File: src/rtl/bmdma_pkg.sv
package bmdma_pkg;

    localparam int DATA_W    = 32;
    localparam int BYTE_W    = 8;
    localparam int BANK_BITS = 3;

    localparam logic [BANK_BITS-1:0] OFF_CMD  = 3'd0;
    localparam logic [BANK_BITS-1:0] OFF_STAT = 3'd2;
    localparam logic [BANK_BITS-1:0] OFF_PTR  = 3'd4;

    localparam logic [2:0] LEN_BYTE  = 3'd1;
    localparam logic [2:0] LEN_DWORD = 3'd4;

    localparam int CMD_START = 0;
    localparam int CMD_DIR   = 3;
    localparam int ST_ACTIVE = 0;
    localparam int ST_ERR    = 1;
    localparam int ST_IRQ    = 2;

    localparam logic [BYTE_W-1:0] CMD_MASK  = 8'h09;
    localparam logic [BYTE_W-1:0] STAT_RW   = 8'h60;
    localparam logic [BYTE_W-1:0] STAT_KEEP = 8'h01;
    localparam logic [BYTE_W-1:0] STAT_W1C  = 8'h06;

    localparam logic [DATA_W-1:0] RD_MISS = '1;

    typedef enum logic [1:0] {
        SEL_NONE = 2'd0,
        SEL_CMD  = 2'd1,
        SEL_STAT = 2'd2,
        SEL_PTR  = 2'd3
    } reg_sel_e;

    typedef struct packed {
        reg_sel_e sel;
        logic     wr;
        logic     rd;
    } acc_t;

    function automatic logic [BYTE_W-1:0] stat_merge(
        input logic [BYTE_W-1:0] cur,
        input logic [BYTE_W-1:0] wb
    );
        return (wb & STAT_RW) | (cur & STAT_KEEP) | (cur & ~wb & STAT_W1C);
    endfunction

endpackage

File: src/rtl/bmdma_decode.sv
module bmdma_decode
    import bmdma_pkg::*;
#(
    parameter int NUM_CH = 2,
    parameter int ADDR_W = 4,
    localparam int CH_W  = ADDR_W - BANK_BITS
) (
    input  logic [ADDR_W-1:0] addr,
    input  logic [2:0]        len,
    input  logic              wr,
    input  logic              rd,
    output acc_t              acc,
    output logic [CH_W-1:0]   ch_idx,
    output logic [NUM_CH-1:0] ch_hit
);

    logic [BANK_BITS-1:0] off;

    assign off    = addr[BANK_BITS-1:0];
    assign ch_idx = addr[ADDR_W-1:BANK_BITS];

    always_comb begin
        acc.wr  = wr;
        acc.rd  = rd;
        acc.sel = SEL_NONE;
        if (off == OFF_CMD && len == LEN_BYTE)
            acc.sel = SEL_CMD;
        else if (off == OFF_STAT && len == LEN_BYTE)
            acc.sel = SEL_STAT;
        else if (off == OFF_PTR && len == LEN_DWORD)
            acc.sel = SEL_PTR;
    end

    for (genvar i = 0; i < NUM_CH; i++) begin : g_hit
        assign ch_hit[i] = (ch_idx == CH_W'(i));
    end

endmodule

File: src/rtl/bmdma_chan.sv
module bmdma_chan
    import bmdma_pkg::*;
(
    input  logic              clk,
    input  logic              rst,
    input  acc_t              acc,
    input  logic              hit,
    input  logic [DATA_W-1:0] wdata,
    input  logic              err_set,
    input  logic              irq_set,
    output logic [BYTE_W-1:0] cmd_q,
    output logic [BYTE_W-1:0] stat_q,
    output logic [DATA_W-1:0] ptr_q
);

    logic              wr_hit;
    logic [BYTE_W-1:0] wbyte;
    logic [BYTE_W-1:0] stat_nx;

    assign wr_hit = acc.wr && hit;
    assign wbyte  = wdata[BYTE_W-1:0];

    always_comb begin
        stat_nx = stat_q;
        if (wr_hit && acc.sel == SEL_CMD)
            stat_nx[ST_ACTIVE] = wbyte[CMD_START];
        if (wr_hit && acc.sel == SEL_STAT)
            stat_nx = stat_merge(stat_q, wbyte);
        if (err_set)
            stat_nx[ST_ERR] = 1'b1;
        if (irq_set)
            stat_nx[ST_IRQ] = 1'b1;
    end

    always_ff @(posedge clk) begin
        if (rst) begin
            cmd_q  <= '0;
            stat_q <= '0;
            ptr_q  <= '0;
        end else begin
            stat_q <= stat_nx;
            if (wr_hit && acc.sel == SEL_CMD)
                cmd_q <= wbyte & CMD_MASK;
            if (wr_hit && acc.sel == SEL_PTR)
                ptr_q <= wdata;
        end
    end

endmodule

File: src/rtl/bmdma_rdmux.sv
module bmdma_rdmux
    import bmdma_pkg::*;
#(
    parameter int NUM_CH = 2,
    parameter int CH_W   = 1
) (
    input  reg_sel_e                       sel,
    input  logic [CH_W-1:0]                ch_idx,
    input  logic [NUM_CH-1:0][BYTE_W-1:0]  cmd,
    input  logic [NUM_CH-1:0][BYTE_W-1:0]  stat,
    input  logic [NUM_CH-1:0][DATA_W-1:0]  ptr,
    output logic [DATA_W-1:0]              rdata
);

    always_comb begin
        unique case (sel)
            SEL_CMD:  rdata = DATA_W'(cmd[ch_idx]);
            SEL_STAT: rdata = DATA_W'(stat[ch_idx]);
            SEL_PTR:  rdata = ptr[ch_idx];
            default:  rdata = RD_MISS;
        endcase
    end

endmodule

File: src/rtl/bmdma_regfile.sv
module bmdma_regfile
    import bmdma_pkg::*;
#(
    parameter int NUM_CH  = 2,
    localparam int CH_W   = $clog2(NUM_CH),
    localparam int ADDR_W = BANK_BITS + CH_W,
    localparam int PTR_W  = NUM_CH * DATA_W
) (
    input  logic              clk,
    input  logic              rst,
    input  logic [ADDR_W-1:0] bus_addr,
    input  logic [2:0]        bus_len,
    input  logic [DATA_W-1:0] bus_wdata,
    input  logic              bus_wr,
    input  logic              bus_rd,
    output logic [DATA_W-1:0] bus_rdata,
    input  logic [NUM_CH-1:0] eng_err_set,
    input  logic [NUM_CH-1:0] eng_irq_set,
    output logic [NUM_CH-1:0] ch_start,
    output logic [NUM_CH-1:0] ch_dir,
    output logic [PTR_W-1:0]  ch_desc_ptr
);

    acc_t                          acc;
    logic [CH_W-1:0]               ch_idx;
    logic [NUM_CH-1:0]             ch_hit;
    logic [NUM_CH-1:0][BYTE_W-1:0] cmd_all;
    logic [NUM_CH-1:0][BYTE_W-1:0] stat_all;
    logic [NUM_CH-1:0][DATA_W-1:0] ptr_all;
    logic [NUM_CH*BYTE_W-1:0]      stat_flat;
    logic [DATA_W-1:0]             rd_next;

    bmdma_decode #(.NUM_CH(NUM_CH), .ADDR_W(ADDR_W)) u_dec (
        .addr   (bus_addr),
        .len    (bus_len),
        .wr     (bus_wr),
        .rd     (bus_rd),
        .acc    (acc),
        .ch_idx (ch_idx),
        .ch_hit (ch_hit)
    );

    for (genvar i = 0; i < NUM_CH; i++) begin : g_ch
        bmdma_chan u_chan (
            .clk     (clk),
            .rst     (rst),
            .acc     (acc),
            .hit     (ch_hit[i]),
            .wdata   (bus_wdata),
            .err_set (eng_err_set[i]),
            .irq_set (eng_irq_set[i]),
            .cmd_q   (cmd_all[i]),
            .stat_q  (stat_all[i]),
            .ptr_q   (ptr_all[i])
        );
        assign ch_start[i] = cmd_all[i][CMD_START];
        assign ch_dir[i]   = cmd_all[i][CMD_DIR];
        assign ch_desc_ptr[i*DATA_W +: DATA_W] = {ptr_all[i][DATA_W-1:2], 2'b00};
        assign stat_flat[i*BYTE_W +: BYTE_W]   = stat_all[i];
    end

    bmdma_rdmux #(.NUM_CH(NUM_CH), .CH_W(CH_W)) u_rdmux (
        .sel    (acc.sel),
        .ch_idx (ch_idx),
        .cmd    (cmd_all),
        .stat   (stat_all),
        .ptr    (ptr_all),
        .rdata  (rd_next)
    );

    always_ff @(posedge clk) begin
        if (rst)
            bus_rdata <= '0;
        else if (acc.rd)
            bus_rdata <= rd_next;
    end

endmodule

File: config.mk
export PLATFORM = sky130hd
export DESIGN_NAME = bmdma_regfile
export DESIGN_NICKNAME = d
export VERILOG_FILES = /design/src/rtl/bmdma_pkg.sv /design/src/rtl/bmdma_decode.sv /design/src/rtl/bmdma_chan.sv /design/src/rtl/bmdma_rdmux.sv /design/src/rtl/bmdma_regfile.sv
export SDC_FILE = /design/constraint.sdc
export NUM_CORES = 1
export LEC_CHECK = 0
export ABC_AREA = 0
export BUFFER_PORTS_ARGS = -buffer_cell sky130_fd_sc_hd__buf_4
export CORE_AREA = 3 3 101 103
export DETAILED_ROUTE_END_ITERATION = 12
export DIE_AREA = 0 0 104 106
export GPL_TIMING_DRIVEN = 0
export PLACE_DENSITY = 0.82
export SYNTH_ARGS = -nofsm -noshare
export SYNTH_HDL_FRONTEND = slang
export SYNTH_SLANG_ARGS = --single-unit
File: constraint.sdc
create_clock -name clk -period 2.5 [get_ports clk]
set_clock_uncertainty 0.15 [all_clocks]
set_input_delay 0.5 -clock clk [delete_from_list [all_inputs] [get_ports clk]]
set_output_delay 0.5 -clock clk [all_outputs]
set_load 0.02 [all_outputs]
==> results of run 1 <==
==> critical path, stage by stage <==
cell and delay, ns:
sky130_fd_sc_hd__buf_4 0.13, sky130_fd_sc_hd__nor3b_2 0.53, sky130_fd_sc_hd__o211ai_1 0.38, sky130_fd_sc_hd__a211oi_1 0.31, sky130_fd_sc_hd__nor3_1 0.09
==> sequential cells by signal, indices dropped and copies added, names as in the netlist <==
register	count
g_ch.u_chan.ptr_q	64
bus_rdata	32
g_ch.u_chan.stat_q	10
g_ch.u_chan.cmd_q	4
==> layout make-up <==
class | instances | area (um2)
fill | 741 | 2780
sequential | 110 | 2200
multi-input combinational | 391 | 2200
timing repair buffer | 139 | 1040
buffer | 108 | 699
tap | 129 | 161
clock buffer | 10 | 128
clock inverter | 6 | 61.3
inverter | 2 | 7.51
==> cell usage in the layout, fill, tap and decap left out, types with 4 or more instances in the layout <==
cell type / instances
sky130_fd_sc_hd__clkbuf_1: 26
sky130_fd_sc_hd__buf_2: 10
sky130_fd_sc_hd__a211oi_1: 31
sky130_fd_sc_hd__dfxtp_1: 110
sky130_fd_sc_hd__nor3_1: 11
sky130_fd_sc_hd__mux2_2: 33
sky130_fd_sc_hd__nand3_1: 5
sky130_fd_sc_hd__clkbuf_8: 9
sky130_fd_sc_hd__a21oi_1: 93
sky130_fd_sc_hd__conb_1: 4
sky130_fd_sc_hd__nor2_1: 47
sky130_fd_sc_hd__buf_4: 210
sky130_fd_sc_hd__mux2i_1: 16
sky130_fd_sc_hd__nand2_1: 129
==> routing by layer <==
metal	share of wire, %	vias up
li1	-	2286
met1	41	2208
met2	50	217
met3	8.0	27
met4	1.9	0
met5	0	-
==> metrics by stage <==
| step | utilization (%) | power, W | cell area, um2 | worst slack, ns |
|---|---|---|---|---|
| 6_report | 70.0 | 0.00326 | 6500 | 0.620 |
| 5_1_grt | 70.0 | 0.00337 | 6500 | 0.510 |
| 4_1_cts | 70.0 | 0.00327 | 6500 | 0.704 |
| 3_5_place_dp | 68.0 | 0.00225 | 6310 | 0.306 |
| 3_3_place_gp | 68.0 | 0.00224 | 6310 | 0.380 |
| 2_1_floorplan | - | 0.00206 | 5110 | 0.742 |
==> path summary, 6_finish.rpt <==
path                                         startpoint                        to  slack, ns  cells after the start
worst max-delay path                        bus_addr[2]              bus_rdata[3]       0.62                      5
worst min-delay path                       bus_wdata[2]  g_ch[1].u_chan.stat_q[2]       0.21                      2
worst max register to register  g_ch[1].u_chan.ptr_q[3]              bus_rdata[3]       1.26                      3
worst min register to register  g_ch[1].u_chan.ptr_q[1]   g_ch[1].u_chan.ptr_q[1]       0.32                      2
==> cell families (layout without fill, tap and decap cells) <==
logic type      after synthesis  in the layout
compound gates              130            130
buf+inv                     110            265
simple gates                208            208
other cells                   1              4
mux                          49             49
flops                       110            110
==> report_power, final <==
group / total (W) / leakage, nW / internal, W / switching [W]
clock network: 0.00105 / 0.0964 / 0.000463 / 0.000588
logic: 0.000384 / 1.91 / 0.000160 / 0.000223
registers: 0.00183 / 0.898 / 0.00180 / 0.0000307
==> results.txt, run 1 <==
* Status: completed
- The first global-routing pass estimated 23.1 mm of wire.
- Routability-driven placement finished with a final weighted congestion of 0.878.
- The analysis attributes to cell leakage a power of 2.91 nW.
* Layout Nets: 808
- The synthesized netlist devotes 0% of its cell area to adder and majority cells.
* Number of setup buffers added after CTS: 0
- The number of different library cells used by synthesis comes to 33.
- The floorplan step defined a die boundary enclosing 11,000 um2.
- Port buffering added 139 buffers.
- Post-CTS repair changed the size of 0 cells.
- After detailed routing, the total wire length is 14.4 mm.
* Area Growth Syn to Fin: 27.6%
* Pin count of the biggest net entering global routing: 18
- For this run, global-route usage on met1 was measured as 31.2%.
* Per-instance average area after synthesis: 8.38 um2
- Measured slew at the worst slew-check pin: 0.683 ns
- In the finished design, the share of the clock period the worst path needs comes to 75.2%.
* Post-route worst hold slack: 0.211 ns
- Max-slew violation count: 0
- Clock-pin slew on the worst setup and hold paths: 0.09 ns
- Dividing the detail-routed wire length by the instance count gives 16.1 um.
- Dividing total power by cell area gives a power density of 502 nW/um2.
* Std-Cell Rows: 35
* Final Instance Count excl. Fillers: 895
- Number of hold-slack violations in the final timing report: 0
- Data on the critical path is required at its endpoint by 2.57 ns.
- The synthesized netlist devotes 14.9% of its cell area to compound gates.
- For this design the top-level I/O count stands at 147.
* Placed Instances: 879
- Share of layout cells above drive strength 1: 36.3%
* Achievable frequency: 532 MHz
- In this run the biggest area consumer among cell types represents 43.2% of the synthesized area.
- Area share of xor/xnor cells in the synthesized design: 0%
* RSZ-0062 raised after global routing: no
- The initial antenna violation count is 0.
- Portion of the post-synthesis area used by sequential elements: 43.2%
- The count of nets left with antenna violations once routing finished came out at 0.
- The number of clock buffers added by TritonCTS is 9.
- Remaining Overflow, GRT: 0
* # hold bufs at CTS: 0
* Drt first pass iters: 5
- Mux cell area share after synthesis: 10.4%
* CTS tree: built
- The worst setup path is captured at a register.
* Chip Width: 104 um
- The number of antenna diodes in the final layout is 0.
- Subtracting the final worst setup slack from the clock period gives 1.88 ns.
* DRC errors left: 0
- Met2 layer usage reported by global route: 45.0%
* Post-synth design cell area: 5100 um2
- Setup TNS: 0 ns
- Clock latency of the later-clocked register in the worst-skew pair: 0.36 ns
* Initial standard-cell utilization of the core: 54.9%
* Core area: 9280 um2
- Dpl hpwl: 10.6 mm
- Of all nets on the critical path, the largest fanout is 8.
- Of the total synthesized cell area, the portion taken by AND, OR, NAND and NOR gates is 17.5%.
- After global routing, the most crowded layer is met2.
- Number of buffers between clock root and the deepest sink: 2
* Most common cell in the synthesized netlist: sky130_fd_sc_hd__nand2_1
* Combinational family with the most area after synthesis: simple AND/OR/NAND/NOR gates
* Start-to-end type of the worst setup path: primary input to register
- Synthesis produced a netlist whose cell count is 608.
- Headroom to the max-slew limit came out at 54.3%.
- Class of the tightest hold or removal check: primary input to register
- Max H-tree Level: 3
- Startpoint Class: primary input
- Crit path DAT: 1.95 ns
* Max VDD drop: 0.000313 V
- Met3 usage in global routing: 5.40%
- Setup violations remaining at the end of the flow were counted as 0.
* Total via count in the routed design: 4,738
- Across every metal layer, demand over resource in global routing totals 25.4%.
* Initial drt markers: 271
* Proportion of register bits with asynchronous set or reset after synthesis: 0%
* Yosys reg bits: 110
* Most instantiated flip-flop cell in the synthesis netlist: sky130_fd_sc_hd__dfxtp_1
- In the synthesized netlist, the cells that appear most often are 129 x sky130_fd_sc_hd__nand2_1, 110 x sky130_fd_sc_hd__dfxtp_1, 93 x sky130_fd_sc_hd__a21oi_1.
- In this run, synthesis inferred 0 flip-flops with an integrated enable.
* Warnings, synthesis: 0
- Measured along the y axis, the die boundary spans 106 um.
- Via count of the first global-routing pass: 4,679
- The clock drives 110 sinks.
- Post-synth top area cell: sky130_fd_sc_hd__dfxtp_1
- Buffer type at the clock tree root: sky130_fd_sc_hd__clkbuf_8
- Leading cell types by total area after synthesis: sky130_fd_sc_hd__dfxtp_1 43%, sky130_fd_sc_hd__buf_4 10%, sky130_fd_sc_hd__nand2_1 9.5%, sky130_fd_sc_hd__a21oi_1 9.1%, sky130_fd_sc_hd__mux2_2 7.3%
* Vias per std cell: 5.29
- Number of max-cap violations: 0
No activity file was read; power rests on OpenSTA's default activity.
==> run 2: changes to the inputs <==
Settings changed: CORE_AREA 3 3 101 103 to 3 3 109 111, DIE_AREA 0 0 104 106 to 0 0 112 114, PLACE_DENSITY 0.82 to 0.75.
Clock period 2.5 ns to 1.61 ns, I/O delays scaled along.
==> run 2 against run 1 <==
Cell count increased by 1.2%. Critical path depth increased by 1. Critical path type unchanged. Global-route usage decreased by 3.0 points. Wire length increased by 1.3%. Critical endpoint is now g_ch[1].u_chan.ptr_q[29].
==> results.txt, run 2 (synthesized netlist as in run 1, its figures left out) <==
- The placed cell area is 6330 um2 (+0.22%).
- The worst voltage drop across the vdd grid is 0.000511 V (+63%).
- The largest fanout on the critical path was 10 (+2).
- Crit path DAT: 1.72 ns (-0.23 ns)
- The worst max-slew margin expressed relative to the limit is 58.1% (+3.8 points).
* Dpl hpwl: 10.6 mm (-0.29%)
* Sequential Power Share: 56.5% (+0.5 points)
- Critical path required time: 1.76 ns (-0.81 ns)
- Die outline area: 12,800 um2 (+16%)
* # hold bufs at CTS: 0 (unchanged)
- The number of maximum-capacitance constraint violations came to 0 (unchanged).
- The leakage power summed over all cells is 2.91 nW (+0.22%).
- Critical path origin: bus_addr[1]
- The die span in y is 114 um (+7.5%).
* Highest-delay cell along the critical path: sky130_fd_sc_hd__nand4bb_1
- The wire length reported by the detailed router was 14.6 mm (+1.3%).
* Clock latency of the later-clocked register in the worst-skew pair: 0.37 ns (about the same)
* Via count of the first global-routing pass: 4,609 (-1.5%)
* Initial drt markers: 314 (+16%)
* Area Growth Syn to Fin: 28.0%
* I/O pin total: 147 (unchanged)
* Largest reg by FF count: g_ch.u_chan.ptr_q
- CTS tree: built
* Clk pwr share: 31.6% (-0.6 points)
- The core area was 10,900 um2 (+17%).
- Pin count of the biggest net entering global routing: 19 (+1)
- Biggest regs: g_ch.u_chan.ptr_q x64, bus_rdata x32, g_ch.u_chan.stat_q x10
- Max-slew violation count: 0 (unchanged)
- The first-pass GRT wire length was 23.1 mm (about the same).
* Fraction of power consumed by combinational cells: 11.8% (about the same)
- The remaining design rule violation count was 0 (unchanged).
- In the layout the commonest cells are 210 x sky130_fd_sc_hd__buf_4, 129 x sky130_fd_sc_hd__nand2_1, 110 x sky130_fd_sc_hd__dfxtp_1.
- Most frequent standard cell in the layout excluding fill and tap cells: sky130_fd_sc_hd__buf_4
- Post-route antenna net violation count: 0 (unchanged)
- The placer's final routability congestion estimate was 0.884 (+0.63%).
- Setup repair after global routing could not meet its margin everywhere.
* Buffer type at the clock tree root: sky130_fd_sc_hd__clkbuf_8
- The number of fill cells in the layout came to 985 (+33%).
- Placement Setup Slack: -0.391 ns (-0.697 ns)
* Layout Nets: 808 (unchanged)
- The routed wirelength normalized by instance count was 16.1 um (about the same).
- Setup TNS: 0 ns (unchanged)
- The post-CTS clock slew at the launch and capture registers of the worst setup and hold paths was 0.11 ns (+0.02 ns).
* Startpoint Class: primary input
* Remaining Overflow, GRT: 0 (unchanged)
* Origin of the worst min-delay path: eng_irq_set[0]
- The biggest cell delay along the critical path came to 0.36 ns (-0.17 ns).
- Total via count in the routed design: 4,668 (-1.5%)
* RR Startpoint: g_ch[1].u_chan.cmd_q[0]
- The count of input and output buffers came to 139 (unchanged).
- The reported net switching power is 0.00136 W (+62%).
- The total inserted antenna cells came to 0 (unchanged).
- Cell breakdown of the critical path: buf_4 -> nand4bb_1 -> nor3_4 -> buf_2 -> nand2_1 -> a21oi_1
- Clock Sink Count: 110 (unchanged)
- Start-to-end type of the worst setup path: primary input to register
- Sw Ratio: 27.2% (+1.4 points)
- The flip-flop count of the largest register, all copies and words added was 64 (unchanged).
- The post-route worst setup slack was 0.0429 ns (-0.577 ns).
* Status: completed
* Number of hold-slack violations in the final timing report: 0 (unchanged)
- The detail-routed via count per cell is 5.15 (-2.7%).
- Total power draw: 0.00503 W (+54%)
* Share of layout cells above drive strength 1: 36.8% (+0.52 points)
* Initial antenna violation count: 0 (unchanged)
- Period minus WS final: 1.57 ns
- The worst setup path is captured at a register.
- Final setup fails: 0 (unchanged)
- Number of buffers between clock root and the deepest sink: 2 (unchanged)
- The horizontal extent of the die came to 112 um (+7.7%).
* Overall global routing resource usage: 22.5% (-3.0 points)
- Max H-tree Level: 3 (unchanged)
- Power per cell area: 770 nW/um2 (+53%)
- Post-route core utilization: 59.9% (-10 points)
- For this run, the top clock speed supported by timing is 638 MHz.
* Number of buffers created by CTS: 9 (unchanged)
- Class of the tightest hold or removal check: primary input to register
- Crit share post-route: 97.3%
* Drt first pass iters: 7 (+2)
- The effective utilization at floorplan is 46.8% (-8.1 points).
* Measured slew at the worst slew-check pin: 0.626 ns (-0.0567 ns)
- The total non-filler cell area in the finished layout is 6520 um2 (+0.35%).
- The cell row count is 38 (+8.6%).
- Internal Dissipation: 0.00366 W (+51%)
[run 2: layer usage]
metal | vias to the layer above | GRT usage [%] | part of all wire, %
met1 | 2188 | 28.2 | 43
li1 | 2289 | - | -
met4 | 0 | 7.45 | 1.8
met3 | 24 | 4.40 | 6.7
met5 | - | 0 | 0
met2 | 167 | 39.0 | 49
[run 2: area by class of cell]
cell class                      instances  area [um2]  share of cell area [%]
Buffer                                108         703                    10.8
Clock buffer                           10         138                    2.11
Clock inverter                          6        45.0                   0.690
Inverter                                2        7.51                   0.115
Multi-Input combinational cell        391        2210                    33.9
Sequential cell                       110        2200                    33.8
Tap cell                              140         175                    2.69
Timing Repair Buffer                  139        1040                    16.0
[run 2: path summary, 6_finish.rpt]
kind / endpoint / slack [ns] / depth (start not counted)
worst max register to register: bus_rdata[0] / 0.36 / 3
worst min-delay path: g_ch[0].u_chan.stat_q[2] / 0.02 / 3
worst max-delay path: g_ch[1].u_chan.ptr_q[29] / 0.04 / 6
worst min register to register: g_ch[1].u_chan.ptr_q[0] / 0.31 / 2
[run 2: worst max-delay path, delay by kind of cell]
family / cells / cell delay, ns
and+or+nand+nor: 3 / 0.81
buffers and inverters: 2 / 0.44
AOI/OAI and AO/OA: 1 / 0.14
[run 2: timing repair]
action,4_1_cts,5_1_grt
buffers inserted,0,0
resized for setup,0,6
setup endpoints to repair,0,72
[run 2: power by group through the flow]
stage	Combinational [W]	Clock (W)	Sequential, W
6_report	0.000595	0.00159	0.00284
3_3_place_gp	0.000580	0	0.00290
5_1_grt	0.000640	0.00172	0.00285
3_5_place_dp	0.000590	0	0.00290
2_1_floorplan	0.000235	0	0.00296
4_1_cts	0.000592	0.00160	0.00284
[run 2: per-stage QoR]
step | instances | hold WS, ns
after floorplan | 611 | 0.281
after global placement | 890 | 0.289
after detailed placement | 890 | 0.294
after CTS | 906 | 0.0149
after global routing | 906 | 0.0171
final | 906 | 0.0178
==> run 3: changes to the inputs <==
Settings changed: REMOVE_ABC_BUFFERS set to 1.
==> run 3 against run 2 <==
Count of clock-buffer cells in the layout grew 2. Sequential power is essentially flat. Non-clock buffer count down 96. Sequential share of layout area is 2.4 points higher. Power grew 0.84%. Critical path depth decreased by 1. Global-route usage shrank 1.8 points. Cell area down 6.6%. Utilization shrank 3.9 points. Critical endpoint is now bus_rdata[3]. Largest cell class unchanged.
==> results.txt, run 3 (synthesized netlist as in run 1, its figures left out) <==
- Status: completed
* Number of buffers between clock root and the deepest sink: 2 (unchanged)
* Max H-tree Level: 3 (unchanged)
* Multi-input gate area: 2330 um2 (+5.3%)
- Number of diodes added for antenna fixing: 0 (unchanged)
- The number of non-filler instances in the completed layout came to 815 (-10%).
- The fraction of layout instances using a drive strength above 1 is 32.4% (-4.4 points).
* Placement Setup Slack: -1.26 ns (-0.868 ns)
* Die height: 114 um (unchanged)
- The first-pass GRT wire length is 21.5 mm (-7.1%).
- The post-CTS clock slew at the launch and capture registers of the worst setup and hold paths is 0.10 ns (about the same).
- Startpoint Class: primary input
* Final Wtd Congestion: 0.799 (-9.6%)
- The net total in the final layout came to 717 (-11%).
- Placed Instances: 786 (-12%)
* Crit path DAT: 1.66 ns (-0.06 ns)
- The ratio of final minimum period to clock period is 99.0% (+1.7 points).
- Post-route core utilization: 56.0% (-3.9 points)
- Worst-case headroom to the max-slew limit: 22.5% (-36 points)
- Leak Pwr: 2.53 nW (-13%)
- The library cell used most frequently in the layout, excluding fill and tap cells, is sky130_fd_sc_hd__buf_4.
- Crit path capture type: register
- The number of buffers added by the clock tree synthesis step was 9 (unchanged).
- Clock Sink Count: 110 (unchanged)
* Biggest regs: g_ch.u_chan.ptr_q x64, bus_rdata x32, g_ch.u_chan.stat_q x10
* Critical path's largest stage delay: 0.50 ns (+0.14 ns)
* Area Growth Syn to Fin: 19.6%
- The worst voltage drop across the vdd grid is 0.000424 V (-17%).
- DRC errors left: 0 (unchanged)
* CTS tree: built
* Drt first pass iters: 5 (-2)
- Walking the worst path, the cells encountered are buf_4 -> and4bb_4 -> o211ai_1 -> a211oi_1 -> nor3_1.
- Max-slew violation count: 0 (unchanged)
- The data required time of the worst path came to 1.67 ns (-0.09 ns).
- Overall global routing resource usage: 20.7% (-1.8 points)
* Final setup fails: 0 (unchanged)
- In the layout the commonest cells are 145 x sky130_fd_sc_hd__buf_4, 129 x sky130_fd_sc_hd__nand2_1, 110 x sky130_fd_sc_hd__dfxtp_1.
- The largest fanout on the critical path was 9 (-1).
- The core area is 10,900 um2 (unchanged).
- Period minus WS final: 1.59 ns (+0.0274 ns)
- Post-route antenna net violation count: 0 (unchanged)
- Largest reg by FF count: g_ch.u_chan.ptr_q
- The slew of the pin with the lowest slew margin is 1.16 ns (+0.537 ns).
- Routed wire length: 14.5 mm (-1.0%)
- Worst path top cell family by delay: compound AO/OA/AOI/OAI gates
- Post-route worst hold slack: 0.0191 ns (+0.00131 ns)
- Number of hold-slack violations in the final timing report: 0 (unchanged)
- Power per cell area: 831 nW/um2 (+7.9%)
- Class of the tightest hold or removal check: primary input to register
- The effective utilization at floorplan was 46.8% (unchanged).
- Total power draw: 0.00507 W (+0.84%)
- The setup path with the least slack is of type primary input to register.
- Register area: 2200 um2 (unchanged)
- The root buffer cell chosen for the clock tree is sky130_fd_sc_hd__clkbuf_8.
- Initial antenna violation count: 0 (unchanged)
- Initial drt markers: 303 (-3.5%)
* Pin count of the biggest net entering global routing: 111 (+92)
- The post-route worst setup slack was 0.0154 ns (-0.0274 ns).
- The count of pins on the block boundary was 147 (unchanged).
- The detail-routed via count per cell was 5.46 (+5.9%).
* Flip-flop count of the largest register, all copies and words added: 64 (unchanged)
- The routed wirelength normalized by instance count was 17.8 um (+10%).
- Via count of the first global-routing pass: 4,199 (-8.9%)
* Std-Cell Rows: 38 (unchanged)
- Setup repair after global routing could not meet its margin everywhere.
- Remaining Overflow, GRT: 0 (unchanged)
* Number of max-cap violations: 0 (unchanged)
- Achievable frequency: 627 MHz (-1.7%)
* Total via count in the routed design: 4,446 (-4.8%)
- The number of buffer and inverter stages on the critical path is 1 (-1).
- Filler Cell Count: 997 (+1.2%)
- The HPWL after detailed placement was 8.24 mm (-22%).
- The clock insertion delay at the later pin of the skew report was 0.37 ns (about the same).
- The die outline area came to 12,800 um2 (unchanged).
- Highest-delay cell along the critical path: sky130_fd_sc_hd__and4bb_4
- Chip Width: 112 um (unchanged)
- Count of buffers inserted at the top-level ports: 142 (+2.2%)
[run 3: path summary, 6_finish.rpt]
path | slack [ns] | startpoint | endpoint | cells past startpoint
worst max-delay path | 0.02 | bus_addr[1] | bus_rdata[3] | 5
worst min-delay path | 0.02 | eng_irq_set[0] | g_ch[0].u_chan.stat_q[2] | 3
worst max register to register | 0.34 | g_ch[1].u_chan.ptr_q[3] | bus_rdata[3] | 3
worst min register to register | 0.31 | g_ch[1].u_chan.ptr_q[0] | g_ch[1].u_chan.ptr_q[0] | 2
[run 3: final cells by class]
cell class / count / share of cell area [%]
clock inverters: 4 / 0.452
inverters: 2 / 0.123
multi-input cells: 396 / 38.2
flip-flops and latches: 110 / 36.1
repair buffers: 151 / 19.5
well taps: 140 / 2.87
clock buffers: 12 / 2.71
[run 3: tightest hold or removal path: cells and delay by family]
kind | cells | cell delay, ns
simple gates | 1 | 0.07
buf+inv | 1 | 0.08
compound gates | 1 | 0.03
[run 3: through the flow]
stage          area, um2    TNS, ns
5_1_grt             6100    -0.0317
2_1_floorplan       4410     -13.31
3_5_place_dp        5690     -86.31
6_report            6100          0
3_3_place_gp        5650    -105.74
4_1_cts             6030  -0.000314
[run 3: timing repair]
| item | CTS | global route |
|---|---|---|
| hold buffers | 2 | 0 |
| buffers inserted | 4 | 2 |
| endpoints found under the setup margin | 98 | 64 |
| pin swaps | 6 | 6 |
| hold endpoints to repair | 2 | 0 |
| gates resized for setup | 13 | 6 |
| gates cloned | 2 | 3 |
[run 3: power breakdown]
part	internal, W	switching (W)
sequential	0.00279	0.0000461
combinational	0.000240	0.000344
clock	0.000699	0.000946
total	0.00373	0.00134
[run 3: per-layer routing]
layer | up-vias | part of all wire [%] | track usage, %
met4 | 0 | 1.8 | 7.29
met2 | 201 | 48 | 34.7
met1 | 2102 | 42 | 26.2
li1 | 2120 | - | -
met3 | 23 | 7.9 | 4.77
met5 | - | 0 | 0
